--- config.mk ---
export PLATFORM = sky130hd
export DESIGN_NAME = readout_interleave_seq
export DESIGN_NICKNAME = d
export VERILOG_FILES = /design/src/rtl/roi_pkg.sv /design/src/rtl/roi_holdoff_timer.sv /design/src/rtl/roi_mode_ctrl.sv /design/src/rtl/roi_blank_mux.sv /design/src/rtl/readout_interleave_seq.sv
export SDC_FILE = /design/constraint.sdc
export NUM_CORES = 1
export LEC_CHECK = 0
export ABC_CLOCK_PERIOD_IN_PS = 2900
export BUFFER_PORTS_ARGS = -buffer_cell sky130_fd_sc_hd__buf_2
export CORE_MARGIN = 2
export CORE_UTILIZATION = 42
export DETAILED_ROUTE_END_ITERATION = 16
export PLACE_DENSITY = 0.69
export REMOVE_ABC_BUFFERS = 1
export SKIP_CTS_REPAIR_TIMING = 1
export SYNTH_ARGS = -nofsm -noshare
export SYNTH_HDL_FRONTEND = slang
export SYNTH_HIERARCHICAL = 1
export SYNTH_SLANG_ARGS = --single-unit
--- constraint.sdc ---
create_clock -name clk -period 2.9 [get_ports clk]
set_input_delay 0.29 -clock clk [delete_from_list [all_inputs] [get_ports clk]]
set_output_delay 0.29 -clock clk [all_outputs]
set_load 0.02 [all_outputs]
--- src/rtl/roi_pkg.sv ---
package roi_pkg;

  // Event set sampled on one clock edge.
  typedef struct packed {
    logic sweep_end;  // rising edge of the sweep gate
    logic chg;        // front-panel change pulse
    logic req;        // readout request
  } roi_evt_t;

  // Source selected by the blank mux.
  typedef enum logic {
    BSRC_WAVE    = 1'b0,
    BSRC_READOUT = 1'b1
  } roi_bsrc_e;

endpackage

--- src/rtl/roi_holdoff_timer.sv ---
module roi_holdoff_timer #(
  parameter int CNT_W = 8
) (
  input  logic             clk,
  input  logic             rst,
  input  logic             load,
  input  logic [CNT_W-1:0] len,
  input  logic [CNT_W-1:0] guard,
  output logic             live_nxt,
  output logic             above_nxt,
  output logic             holdoff
);

  localparam logic [CNT_W-1:0] ONE  = CNT_W'(1);
  localparam logic [CNT_W-1:0] ZERO = '0;

  logic [CNT_W-1:0] cnt_q;
  logic [CNT_W-1:0] cnt_d;

  // Reload on a start event; otherwise count down to zero and stop.
  always_comb begin
    if (load)
      cnt_d = len;
    else if (cnt_q != ZERO)
      cnt_d = cnt_q - ONE;
    else
      cnt_d = ZERO;
  end

  assign live_nxt  = (cnt_d != ZERO);
  assign above_nxt = (cnt_d > guard);

  always_ff @(posedge clk) begin
    if (rst) begin
      cnt_q   <= ZERO;
      holdoff <= 1'b0;
    end else begin
      cnt_q   <= cnt_d;
      holdoff <= live_nxt;
    end
  end

endmodule

--- src/rtl/roi_mode_ctrl.sv ---
module roi_mode_ctrl
  import roi_pkg::*;
(
  input  logic     clk,
  input  logic     rst,
  input  roi_evt_t evt,
  input  logic     live_nxt,
  input  logic     above_nxt,
  output logic     mode_nxt,
  output logic     chg_ho_nxt,
  output logic     ro_mode,
  output logic     ro_permit_n
);

  logic sweep_ho_q, sweep_ho_d;
  logic chg_ho_q;

  // Permit is only tied to a holdoff begun by a sweep end; a change pulse cancels it.
  assign sweep_ho_d = evt.sweep_end | (sweep_ho_q & ~evt.chg & live_nxt);
  assign chg_ho_nxt = evt.chg | (chg_ho_q & live_nxt);
  assign mode_nxt   = evt.sweep_end | evt.req | (ro_mode & live_nxt);

  always_ff @(posedge clk) begin
    if (rst) begin
      sweep_ho_q  <= 1'b0;
      chg_ho_q    <= 1'b0;
      ro_mode     <= 1'b0;
      ro_permit_n <= 1'b1;
    end else begin
      sweep_ho_q  <= sweep_ho_d;
      chg_ho_q    <= chg_ho_nxt;
      ro_mode     <= mode_nxt;
      ro_permit_n <= ~(sweep_ho_d & above_nxt);
    end
  end

endmodule

--- src/rtl/roi_blank_mux.sv ---
module roi_blank_mux
  import roi_pkg::*;
(
  input  logic clk,
  input  logic rst,
  input  logic mode_nxt,
  input  logic chg_ho_nxt,
  input  logic ro_blank,
  input  logic chop_blank,
  output logic blank_out
);

  roi_bsrc_e sel;
  logic      blank_d;

  assign sel = mode_nxt ? BSRC_READOUT : BSRC_WAVE;

  always_comb begin
    unique case (sel)
      BSRC_READOUT: blank_d = ro_blank;
      default:      blank_d = chop_blank | chg_ho_nxt;
    endcase
  end

  always_ff @(posedge clk) begin
    if (rst) blank_out <= 1'b1;
    else     blank_out <= blank_d;
  end

endmodule

--- src/rtl/readout_interleave_seq.sv ---
module readout_interleave_seq
  import roi_pkg::*;
#(
  parameter int CNT_W = 8
) (
  input  logic             clk,
  input  logic             rst,
  input  logic [CNT_W-1:0] hold_len,
  input  logic [CNT_W-1:0] guard_len,
  input  logic             sweep_gate,
  input  logic             ro_req,
  input  logic             ro_blank,
  input  logic             chop_blank,
  input  logic             ctrl_chg,
  output logic             ro_mode,
  output logic             ro_permit_n,
  output logic             holdoff,
  output logic             blank_out
);

  logic     sg_q;
  roi_evt_t evt;
  logic     live_nxt, above_nxt, mode_nxt, chg_ho_nxt;

  always_ff @(posedge clk) begin
    if (rst) sg_q <= 1'b0;
    else     sg_q <= sweep_gate;
  end

  assign evt.sweep_end = sweep_gate & ~sg_q;
  assign evt.chg       = ctrl_chg;
  assign evt.req       = ro_req;

  roi_holdoff_timer #(.CNT_W(CNT_W)) u_timer (
    .clk       (clk),
    .rst       (rst),
    .load      (evt.sweep_end | evt.chg),
    .len       (hold_len),
    .guard     (guard_len),
    .live_nxt  (live_nxt),
    .above_nxt (above_nxt),
    .holdoff   (holdoff)
  );

  roi_mode_ctrl u_mode (
    .clk         (clk),
    .rst         (rst),
    .evt         (evt),
    .live_nxt    (live_nxt),
    .above_nxt   (above_nxt),
    .mode_nxt    (mode_nxt),
    .chg_ho_nxt  (chg_ho_nxt),
    .ro_mode     (ro_mode),
    .ro_permit_n (ro_permit_n)
  );

  roi_blank_mux u_blank (
    .clk        (clk),
    .rst        (rst),
    .mode_nxt   (mode_nxt),
    .chg_ho_nxt (chg_ho_nxt),
    .ro_blank   (ro_blank),
    .chop_blank (chop_blank),
    .blank_out  (blank_out)
  );

endmodule

Word-level counts from Yosys, hierarchy flattened
Cells that the tools add are included.
Widths: inputs -> output; s select.
{ "op_classes": {"n_reduce_logical": 2, "magnitude_cmp": 1, "n_addsub": 1, "muxes": 4, "bitwise_logic": 15} }
{ "op_table": {"columns": ["op", "count"], "rows": [
  ["$mux 8", 2],
  ["$reduce_bool 8->1", 2],
  ["$gt 8x8->1", 1],
  ["$sub 8x1->8 const B", 1],
  ["$and 1x1->1", 6],
  ["$or 1x1->1", 6],
  ["$not 1->1", 3],
  ["$mux 1", 2]
]} }
{ "word_totals": {"regBits": 15, "output_inout_bits": 4, "wordCells": 31, "in_bits": 23} }

Depth between registers and ports, before layout
{ "depth": {"word_depth": 9, "mapped_depth": 15, "ltp_nobuf": 15} }

Cells and area by module
The synthesis kept the hierarchy.
{ "modules_own_cells": {"columns": ["module", "area_per_inst_um2", "seq_area_each_um2", "cells_per_inst", "instances"], "rows": [
  ["roi_holdoff_timer", 755.7, 180.2, 96, 1],
  ["roi_mode_ctrl", 138.9, 80.1, 13, 1],
  ["readout_interleave_seq", 46.3, 20.0, 4, 1],
  ["roi_blank_mux", 41.3, 20.0, 4, 1]
]} }

Worst setup path before layout
OpenSTA, ideal clock, no wires.
{ "synth_timing": {"kind": "reg2reg", "start": "reg u_timer.cnt_q[0]", "end": "reg u_mode.ro_permit_n", "stages_incl_launch_ff": 16, "t_arrival_ns": 2.601, "required_time_ns": 2.780, "n_path_buf": 0, "setup_slack_ns": 0.179, "setup_time_ns": 0.120, "synth_period_minus_slack_ns": 2.721, "cell_sequence": "dfxtp_1 > inv_1 > ha_1 > or3b_2 > nor2_1 > nor3_1 > a21oi_1 > inv_1 > ha_1 > nor2b_1 > o21a_1 > o21ai_0 > a21oi_1 > o22a_1 > inv_1 > a211o_1"} }
{ "synth_between": {"elab_cells_between_ends": 10, "classes_between": "1 x add/sub; 1 x order compare; 2 x mux; 4 x bitwise; 2 x reduce/logical"} }
{ "synth_rtl": {"columns": ["item", "line", "source"], "rows": [
  ["start: declaration", "roi_holdoff_timer.sv:17", "logic [CNT_W-1:0] cnt_q;"],
  ["start signal: assignment", "roi_holdoff_timer.sv:38", "cnt_q <= cnt_d;"],
  ["$sub 8x1->8 / $reduce_bool 8->1 (equally long branches)", "roi_holdoff_timer.sv:25, roi_holdoff_timer.sv:24", null],
  ["$mux 8 (*)", "roi_holdoff_timer.sv:24", "else if (cnt_q != ZERO)"],
  ["$mux 8 (*)", "roi_holdoff_timer.sv:22", "if (load)"],
  ["net u_timer.cnt_d[1]", "roi_holdoff_timer.sv:18", "logic [CNT_W-1:0] cnt_d;"],
  ["$gt 8x8->1 (*)", "roi_holdoff_timer.sv:31", "assign above_nxt = (cnt_d > guard);"],
  ["net above_nxt", "readout_interleave_seq.sv:23", "logic live_nxt, above_nxt, mode_nxt, chg_ho_nxt;"],
  ["$and 1x1->1 (*)", "roi_mode_ctrl.sv:33", "ro_permit_n <= ~(sweep_ho_d & above_nxt);"],
  ["$not 1->1 (*)", "roi_mode_ctrl.sv:33", null],
  ["end signal: assignment", "roi_mode_ctrl.sv:33", null],
  ["end: declaration", "roi_mode_ctrl.sv:12", "output logic ro_permit_n"]
]} }
Mark *: on every way through the listed nets, which the timed path passes. The rest lies on a longest branch.
A chain may end at the register's enable or synchronous reset.

Worst setup path after layout
Ends and elaborated chain as after synthesis.

==> impl.org <==
** Timing
- Hold is met by 0.219 ns.
- Of the available clock period, the critical path in the final layout requires 0.944.
- Number of setup violations in the final report :: 0
- Static timing analysis puts the maximum clock frequency at 365 MHz.
- Subtracting the final worst setup slack from the clock period gives 2.74 ns.
- Accumulated negative setup slack :: 0 ns
- Slew at the pin closest to its max-slew limit :: 0.584 ns
- On the final layout, the worst clock skew is 0.00183 ns.
- Max-slew headroom :: 0.611
- Unrepaired setup endpoints after global routing :: no
- The final max-slew violation count was 0.
- Final hold viol count :: 0
- Post-layout worst setup margin :: 0.163 ns

** Logic synthesis
- Share of synthesized area occupied by flip-flops and latches :: 0.306
- The synthesized netlist occupies a cell area of 982 µm².
- During synthesis, Yosys emitted a total of 6 warnings.
- Synthesis instantiated 42 different standard cells from the library.
- Synthesized flop and latch total :: 15
- In the post-synthesis netlist, the biggest area contributors are sky130_fd_sc_hd__dfxtp_1 31%, sky130_fd_sc_hd__ha_1 13%, sky130_fd_sc_hd__inv_1 6.5%.
- Yosys top cell by area :: sky130_fd_sc_hd__dfxtp_1
- Post-synth top area share :: 0.306
- Dividing the synthesized area by the synthesized cell count gives 8.39 µm².
- Counting every instance in the synthesized netlist gives 117.

** Final layout
- Filler Cell Count :: 219
- Of the cells placed in the final design, the portion with a size suffix greater than 1 is 0.324.
- Post-Route Utilization :: 0.542
- P&R area growth vs syn :: 22.2%
- Design area :: 1200 µm²
- After the last flow step, the layout net total stands at 182.
- The repair_antennas step left the layout with diodes totalling 0.

** Clocking
- TritonCTS built the clock tree.
- Clock latency on the worst-skew pair, taken at its later pin, is 0.29 ns.
- CTS root buffer :: sky130_fd_sc_hd__clkbuf_4
- Number of sinks on the clock net :: 15
- Num CTS Buffers :: 3
- In this run the number of H-tree levels came out at 1.
- Clock-pin slew on the worst setup and hold paths :: 0.10 ns
- In this run the deepest clock path goes through 2 buffers.

** Power
- Static leakage :: 0.572 nW
- Power Density :: 454 nW/µm²
- VDD sags by at most 378 µV.

** Route
- In this run, the number of DRC markers left after iteration 0 of detailed routing was 7.
- The routed design has 2.13 mm of wire.
- Dividing the detail-routed wire length by the instance count gives 12.1 µm.
- Routed via count divided by cell count :: 5.13
- After detailed routing, the number of remaining DRC violations is 0.
- Post-route antenna net violation count :: 0
- The first detailed-routing pass ran for 5 iterations.
- The final route contains 903 vias.

** Worst hold path
- Min-delay worst type :: in -> reg
- Cell count of the worst hold path :: 2
- Hold Crit Start :: sweep_gate

** Global routing
- For this run, the total global-route usage over all layers was measured as 0.185.
- Pin count of the biggest net entering global routing :: 18
- Summed over all layers, the global routing overflow is 0.
- Antenna violations before repair :: 0
- The number of global-route vias before repair is 937.
- Global-route wire length before repair :: 3.72 mm

** Worst setup path
- CP cell instances :: inv_2 -> ha_2 -> or3b_2 -> nor2_2 -> nor3_1 -> a21oi_1 -> inv_1 -> ha_1 -> nor2b_1 -> o21a_1 -> o21ai_0 -> a21oi_1 -> o22a_1 -> inv_1 -> a211o_1
- The critical path contains buffers and inverters numbering 3 combined.
- CP Class :: reg -> reg
- Data arrival at the endpoint of the critical path :: 2.93 ns
- Launch point of the critical path :: u_timer/cnt_q[0]
- Critical-path cell with the highest stage delay :: sky130_fd_sc_hd__or3b_2
- STA classifies the critical path endpoint as a flip-flop.
- In this design, the stage delay of the slowest critical-path cell is 0.47 ns.
- Counting cells, the worst reg-to-reg path comes to 15.
- STA classifies the critical path startpoint as a flip-flop.
- Maximum fanout along the worst path :: 5
- Startpoint of the worst register-to-register path :: u_timer/cnt_q[0]
- CP delay by family, top :: compound AO/OA/AOI/OAI gates
- Counting buffers and inverters, the worst setup path is 15 cells deep.
- Data required time of the critical path :: 3.09 ns

** Placement
- Routability-driven placement congestion ratio :: 0.836
- Detailed-placement wirelength estimate :: 1.74 mm
- At the placement stage, the worst setup path has a slack of 0.105 ns.
- Cell area reported after detailed placement :: 1160 µm²
- PortBufs :: 26

** Floorplan
- From left edge to right edge, the die measures 52.4 µm.
- The initial utilization of the core area, before any placement, comes to 0.444.
- Die area :: 2740 µm²
- Area of the placeable core :: 2210 µm²
- The die is 52.4 µm tall.
- Number of rows created at floorplan :: 17
- Pin placement for this block handled 27 I/O pins.

** Status
- The flow ran to the end, and the final reports show no timing, DRC or antenna violations.

** Flow run
- Number of max-cap violations :: 0
[cells in the final DEF (no fill, tap or decap), drive strengths merged, types with 2 or more instances in the layout]
master  synthesis  routed
nand2           3       3
dfxtp          15      15
buf             2      30
nor2b          10      10
inv            17      17
nor3            5       5
a211o           2       2
a21oi           7       7
ha             10      10
nand4           3       3
nor4            3       3
o21ai           4       4
or2             3       3
clkbuf          1       3
nor2           10      10
xnor2           2       2
a221oi          2       2
[cell families (layout without fill, tap and decap cells)]
kind of cell | Yosys count | after routing | synth area share
buffers and inverters | 20 | 51 | 0.0777
XOR/XNOR | 3 | 3 | 0.0268
AO/OA/AOI/OAI | 24 | 24 | 0.172
multiplexers | 2 | 2 | 0.0217
AND/OR/NAND/NOR | 43 | 43 | 0.269
adder cells (fa/ha/maj) | 10 | 10 | 0.127
flip-flops | 15 | 15 | 0.306
[per-stage QoR]
step	power [mW]	instances
final	0.545	176
after global routing	0.583	176
after CTS	0.545	175
after detailed placement	0.414	171
after global placement	0.408	171
after floorplan	0.357	114
[layout make-up]
type	instances	area [µm²]	area share
Clock buffer	3	22.5	0.0188
Clock inverter	1	7.51	0.00626
Inverter	17	63.8	0.0532
Multi-Input combinational cell	82	611	0.509
Sequential cell	15	300	0.250
Tap cell	28	35.0	0.0292
Timing Repair Buffer	30	160	0.133
[where the power goes]
part           internal [mW]  total (mW)  leakage [nW]  switching [mW]
logic                 0.0878       0.180         0.433          0.0918
clock network         0.0525       0.130        0.0139          0.0774
registers              0.222       0.235         0.125          0.0130
[worst paths after layout]
path | end | slack [ns]
max | u_mode/ro_permit_n | 0.16
max reg2reg | u_mode/ro_permit_n | 0.16
min reg2reg | u_mode/sweep_ho_q | 0.51
min | sg_q | 0.22
[sequential cells by signal (all words and copies together) (netlist names)]
name                cells
sg_q                    1
u_blank/blank_out       1
u_mode/chg_ho_q         1
u_mode/ro_mode          1
u_mode/ro_permit_n      1
u_mode/sweep_ho_q       1
u_timer/cnt_q           8
u_timer/holdoff         1
[metal layers]
metal	vias up	global-route usage	wire (µm)
li1	467	-	-
met1	408	0.193	913
met2	23	0.335	1080
met3	5	0.0571	102
met4	0	0.0812	41
met5	-	0	0
[synth_stat cells (all sizes together)]
master and number:
a211o 2, a21o 1, a21oi 7, a221oi 2, a22o 1, a22oi 1, a31oi 1, a41oi 1
buf 2, clkbuf 1, dfxtp 15, ha 10, inv 17, mux2 1, mux2i 1, nand2 3
nand2b 1, nand3 1, nand3b 1, nand4 3, nor2 10, nor2b 10, nor3 5, nor3b 1
nor4 3, o21a 1, o21ai 4, o21bai 1, o22a 1, o41ai 1, or2 3, or3b 1
or4 1, xnor2 2, xor2 1
Power figures use the tool's default switching activity.
